## config.mk

```make
export PLATFORM = sky130hd
export DESIGN_NAME = deadtime_sequencer
export DESIGN_NICKNAME = d
export VERILOG_FILES = /design/src/rtl/dts_pkg.sv /design/src/rtl/dts_sync.sv /design/src/rtl/dts_watchdog.sv /design/src/rtl/dts_fsm.sv /design/src/rtl/deadtime_sequencer.sv
export SDC_FILE = /design/constraint.sdc
export NUM_CORES = 1
export LEC_CHECK = 0
export ABC_CLOCK_PERIOD_IN_PS = 3600
export BUFFER_PORTS_ARGS = -buffer_cell sky130_fd_sc_hd__clkbuf_2
export CAP_MARGIN = 20
export CORE_MARGIN = 5
export CORE_UTILIZATION = 55
export DETAILED_ROUTE_END_ITERATION = 8
export GPL_ROUTABILITY_DRIVEN = 1
export PLACE_DENSITY = 0.83
export RECOVER_POWER = 100
export SYNTH_ARGS = -nofsm -noshare
export SYNTH_HDL_FRONTEND = slang
export SYNTH_SLANG_ARGS = --single-unit
```

## constraint.sdc

```tcl
create_clock -name clk -period 3.6 [get_ports clk]
set_input_delay 0.36 -clock clk [delete_from_list [all_inputs] [get_ports clk]]
set_output_delay 0.36 -clock clk [all_outputs]
set_load 0.02 [all_outputs]
```

## src/rtl/dts_pkg.sv

```systemverilog
package dts_pkg;

  typedef enum logic [4:0] {
    ST_IDLE    = 5'b00001,
    ST_HS      = 5'b00010,
    ST_WAIT_SW = 5'b00100,
    ST_LS      = 5'b01000,
    ST_WAIT_LG = 5'b10000
  } seq_state_e;

  // Counter width needed to hold values 0..n
  function automatic int cnt_width(input int n);
    return (n < 2) ? 1 : $clog2(n + 1);
  endfunction

endpackage

```

## src/rtl/dts_sync.sv

```systemverilog
module dts_sync #(
  parameter int W      = 3,
  parameter int STAGES = 2
) (
  input  logic         clk,
  input  logic         rst_n,
  input  logic [W-1:0] d,
  output logic [W-1:0] q
);

  logic [W-1:0] stg [STAGES];

  for (genvar i = 0; i < STAGES; i++) begin : g_stage
    if (i == 0) begin : g_first
      always_ff @(posedge clk) begin
        if (!rst_n) stg[0] <= '0;
        else        stg[0] <= d;
      end
    end else begin : g_next
      always_ff @(posedge clk) begin
        if (!rst_n) stg[i] <= '0;
        else        stg[i] <= stg[i-1];
      end
    end
  end

  assign q = stg[STAGES-1];

endmodule

```

## src/rtl/dts_watchdog.sv

```systemverilog
module dts_watchdog #(
  parameter int WD_CYCLES = 16
) (
  input  logic clk,
  input  logic rst_n,
  input  logic arm,
  output logic expire
);
  import dts_pkg::*;

  localparam int CW = cnt_width(WD_CYCLES);
  localparam logic [CW-1:0] LAST = CW'(WD_CYCLES - 1);

  logic [CW-1:0] cnt;

  // Saturating step while armed, cleared when disarmed
  function automatic logic [CW-1:0] wd_step(input logic armed, input logic [CW-1:0] c);
    if (!armed)      return '0;
    else if (c == LAST) return c;
    else             return c + 1'b1;
  endfunction

  always_ff @(posedge clk) begin
    if (!rst_n) cnt <= '0;
    else        cnt <= wd_step(arm, cnt);
  end

  assign expire = arm && (cnt == LAST);

endmodule

```

## src/rtl/dts_fsm.sv

```systemverilog
module dts_fsm (
  input  logic clk,
  input  logic rst_n,
  input  logic run_en,
  input  logic pwm_s,
  input  logic sw_low_s,
  input  logic lg_low_s,
  input  logic wd_expire,
  output logic wd_arm,
  output logic hs_en_o,
  output logic ls_en_o
);
  import dts_pkg::*;

  seq_state_e state, nxt;

  always_comb begin
    nxt = state;
    if (!run_en) begin
      nxt = ST_IDLE;
    end else begin
      case (state)
        ST_IDLE:    nxt = pwm_s ? ST_WAIT_LG : ST_WAIT_SW;
        ST_HS:      if (!pwm_s) nxt = ST_WAIT_SW;
        ST_WAIT_SW: if (pwm_s) nxt = ST_WAIT_LG;
                    else if (sw_low_s || wd_expire) nxt = ST_LS;
        ST_LS:      if (pwm_s) nxt = ST_WAIT_LG;
        ST_WAIT_LG: if (!pwm_s) nxt = ST_WAIT_SW;
                    else if (lg_low_s) nxt = ST_HS;
        default:    nxt = ST_IDLE;
      endcase
    end
  end

  always_ff @(posedge clk) begin
    if (!rst_n) begin
      state   <= ST_IDLE;
      hs_en_o <= 1'b0;
      ls_en_o <= 1'b0;
    end else begin
      state   <= nxt;
      hs_en_o <= (nxt == ST_HS);
      ls_en_o <= (nxt == ST_LS);
    end
  end

  assign wd_arm = (state == ST_WAIT_SW);

  // shoot-through guard
  p_no_overlap_r2: assert property (@(posedge clk) disable iff (!rst_n)
    !(hs_en_o && ls_en_o));

  // low side only turns on after switch node low or watchdog
  p_ls_cause_r3: assert property (@(posedge clk) disable iff (!rst_n)
    $rose(ls_en_o) |-> $past(sw_low_s || wd_expire));

  // high side drops the edge after a synchronized PWM fall
  p_hs_drop_r3: assert property (@(posedge clk) disable iff (!rst_n)
    (hs_en_o && run_en && !pwm_s) |=> !hs_en_o);

  // high side only turns on after low gate is seen low
  p_hs_cause_r4: assert property (@(posedge clk) disable iff (!rst_n)
    $rose(hs_en_o) |-> $past(lg_low_s));

  // low side drops the edge after a synchronized PWM rise
  p_ls_drop_r4: assert property (@(posedge clk) disable iff (!rst_n)
    (ls_en_o && run_en && pwm_s) |=> !ls_en_o);

  // run enable low clears both outputs
  p_run_off_r7: assert property (@(posedge clk) disable iff (!rst_n)
    !run_en |=> (!hs_en_o && !ls_en_o));

endmodule

```

## src/rtl/deadtime_sequencer.sv

```systemverilog
module deadtime_sequencer #(
  parameter int WD_CYCLES   = 16,
  parameter int SYNC_STAGES = 2
) (
  input  logic clk,
  input  logic rst_n,
  input  logic run_en,
  input  logic pwm_in,
  input  logic sw_low_in,
  input  logic lg_low_in,
  output logic hs_en,
  output logic ls_en
);

  logic [2:0] raw_in, synced;
  logic       pwm_s, sw_low_s, lg_low_s;
  logic       wd_arm, wd_expire;

  assign raw_in = {lg_low_in, sw_low_in, pwm_in};

  dts_sync #(.W(3), .STAGES(SYNC_STAGES)) u_sync (
    .clk   (clk),
    .rst_n (rst_n),
    .d     (raw_in),
    .q     (synced)
  );

  assign pwm_s    = synced[0];
  assign sw_low_s = synced[1];
  assign lg_low_s = synced[2];

  dts_watchdog #(.WD_CYCLES(WD_CYCLES)) u_wd (
    .clk    (clk),
    .rst_n  (rst_n),
    .arm    (wd_arm),
    .expire (wd_expire)
  );

  dts_fsm u_fsm (
    .clk       (clk),
    .rst_n     (rst_n),
    .run_en    (run_en),
    .pwm_s     (pwm_s),
    .sw_low_s  (sw_low_s),
    .lg_low_s  (lg_low_s),
    .wd_expire (wd_expire),
    .wd_arm    (wd_arm),
    .hs_en_o   (hs_en),
    .ls_en_o   (ls_en)
  );

  // watchdog only fires while waiting for the switch node
  p_wd_in_wait_r5: assert property (@(posedge clk) disable iff (!rst_n)
    $rose(ls_en) && !$past(sw_low_s) |-> $past(wd_expire));

  // outputs low in the cycle after reset
  p_reset_low_r1: assert property (@(posedge clk)
    !rst_n |=> (!hs_en && !ls_en));

endmodule

```

==> impl_metrics.toml <==
[worst_hold_path]
min_path_type = "in -> reg"
holdPathEnd = "u_fsm.state[0]"
min_from = "run_en"
holdPathStages = 2

[cts]
ctsHoldBuffers = 0
cts.sinks = 18
tritoncts = "done"
clock_path_buffers = 2
clock_latency_ns = 0.29
post_cts_buffers = 0
htreeDepth = 1
root_buffer = "clkbuf_4"
numCtsBuffers = 3
cts.clk_slew.worst_paths_ns = 0.09
cts_resized = 0

[synthesis]
synth_cells = 87
synth-xor-area-share_pct = 4.45
synth-async-reset-ratio_pct = 0
yosys.area_share.adder_pct = 3.18
synth_simple_gate_area_share_pct = 29.4
syn_area_per_cell_um2 = 9.05
ys_ff_latch = 18
yosysSeqAreaShare_pct = 45.8
synth-compound-area-share_pct = 10.3
yosys_most_used_dff = "dfxtp_1"
synth_top_family_by_area = "simple AND/OR/NAND/NOR gates"
synth_fp_nets = 95
synth_edf_count = 0
syn_area_um2 = 787
synthDistinctLibCells = 32
synth.mux.area_fraction_pct = 1.27
yosysWarningCount = 0

[setup_path]
path_class = "reg -> reg"
critPathMaxFanout = 9
crit_buf_inv = 1
critPathRequiredTime_ns = 3.84
rr_worst_depth = 4
crit_family = "simple AND/OR/NAND/NOR gates"
r2r-end = "u_fsm.state[2]"
r2r_slack_ns = 1.74
path_cells = "inv_4, or4_1, a2111oi_2, and3_1"
timing.rr.start = "u_fsm.state[4]"
critPathLaunchType = "flop"
arrival_ns = 2.10
critPathSlowestCell = "or4_1"
cp_slowest_stage_delay_ns = 0.62
end_kind = "flop"

[place]
dp_hpwl_um = 923
place_congestion = 0.847
io_buffer_count = 7
placed_area_um2 = 811

[pwr]
leakagePower_nw = 0.329
ir_drop_mv = 0.251
pwr_density_cell_nw_per_um2 = 419

[global_route]
gr-total-overflow = 0
grt_pass1_wl_um = 2330
grt_usage_pct = 15.0
antenna_found_initial = 0
grt_max_degree = 13
grt_pass1_vias = 525

[finish]
final_cell_mix = "18 x dfxtp_1, 12 x nor2_1, 5 x and3_1, 4 x o21ai_0, 4 x clkbuf_2"
diodes = 0
syn_to_final_growth_pct = 6.68
drive_above_1_share_pct = 13.0
layout.cells.most_common = "dfxtp_1"
fin_nets = 101
final_area_um2 = 840

[timing]
setup_viol = 0
worst_pin_slew_ns = 0.354
period_minus_slack_ns = 1.86
grt_setup_unrepaired = "no"
maxSlewHeadroom_pct = 76.3
final.setup_skew_ns = 0.00773
layout_worst_path_cycle_share_pct = 51.7
achievable-frequency_mhz = 537
hold_viol = 0
fin_setup_tns_ns = 0
report.final.slew_viol_count = 0

[drt]
ant_nets = 0
dr.pass1.iters = 4
first_iter_violations = 3
vias = 579
wl_um = 1290
drc_errors = 0
vias_per_cell = 5.41
wl_per_cell_um = 12.1

[floorplanning]
dieArea_um2 = 2290
die_w_um = 47.8
core_area_um2 = 1330
initial_utilization_pct = 59.0
die_h_um = 47.8
io_pins = 8
rows = 13

[flow_run]
maxCapViolCount = 0

[outcome]
status = "complete, no violations"
-- worst max path at each step --
stage                              start        endpoint  slack [ns]  cells past startpoint
after detailed placement     u_wd.cnt[0]  u_fsm.state[2]        1.82                      7
after global routing         u_wd.cnt[0]  u_fsm.state[2]        1.55                      7
after floorplan              u_wd.cnt[0]  u_fsm.state[2]        1.89                      8
final                     u_fsm.state[4]  u_fsm.state[2]        1.74                      4
after CTS                    u_wd.cnt[0]  u_fsm.state[2]        1.79                      7
after global placement       u_wd.cnt[0]  u_fsm.state[2]        1.83                      7
-- final cells by class --
cell class | count | area [um2]
inverters | 3 | 13.8
well taps | 15 | 18.8
multi-input cells | 60 | 379
repair buffers | 7 | 31.3
clock buffers | 4 | 36.3
flip-flops and latches | 18 | 360
fillers | 122 | 494
-- state kept, by name, summed over array words and instances (netlist names) --
signal         flops
u_fsm.hs_en_o      1
u_sync.stg         6
u_fsm.ls_en_o      1
u_wd.cnt           5
u_fsm.state        5
-- worst register-to-register path, delay by kind of cell (launching register included) --
kind	cells	cell delay, ns
flip-flops	1	0.54
AO/OA/AOI/OAI	1	0.40
AND/OR/NAND/NOR	2	0.81
buffers and inverters	1	0.06
-- stage by stage --
stage          total power, mW  instances  util, %  setup WS, ns  hold slack, ns
6_report                 0.352        107     62.9          1.74           0.261
5_1_grt                  0.366        107     62.9          1.55           0.271
4_1_cts                  0.351        107     63.5          1.79           0.263
3_5_place_dp             0.234        103     60.8          1.82           0.419
3_3_place_gp             0.233        103     60.8          1.83           0.414
2_1_floorplan            0.229         87        -          1.89           0.412
-- cell usage after synthesis (2+ instances only) --
| master | n | share of area (%) |
|---|---|---|
| a21oi_1 | 3 | 1.9 |
| and3_1 | 5 | 4.0 |
| clkbuf_1 | 5 | 2.4 |
| xor2_1 | 2 | 2.2 |
| nor2b_1 | 3 | 2.4 |
| xnor2_1 | 2 | 2.2 |
| nand3_1 | 2 | 1.3 |
| inv_1 | 2 | 0.95 |
| ha_1 | 2 | 3.2 |
| nand2_1 | 3 | 1.4 |
| and2_1 | 6 | 4.8 |
| dfxtp_1 | 18 | 46 |
| nor2_1 | 12 | 5.7 |
| o21ai_0 | 4 | 2.5 |
-- where the power goes --
part / internal, mW / switching (mW) / leakage (nW) / total (mW)
sequential: 0.204 / 0.00621 / 0.147 / 0.210
clock: 0.0616 / 0.0615 / 0.0210 / 0.123
combinational: 0.0102 / 0.00844 / 0.162 / 0.0186
-- routing by layer --
layer	global-route usage, %	routed length [um]	vias up
li1	-	-	308
met1	20.8	655	257
met2	21.4	550	12
met3	4.51	70	2
met4	6.45	15	0
met5	0	0	-
-- kinds of logic after synthesis --
family	count (synthesis)
AND/OR/NAND/NOR	41
multiplexers	1
XOR/XNOR	4
flip-flops	18
adder cells (fa/ha/maj)	2
AO/OA/AOI/OAI	12
buffers and inverters	9
No activity file was read; power rests on OpenSTA's default activity.
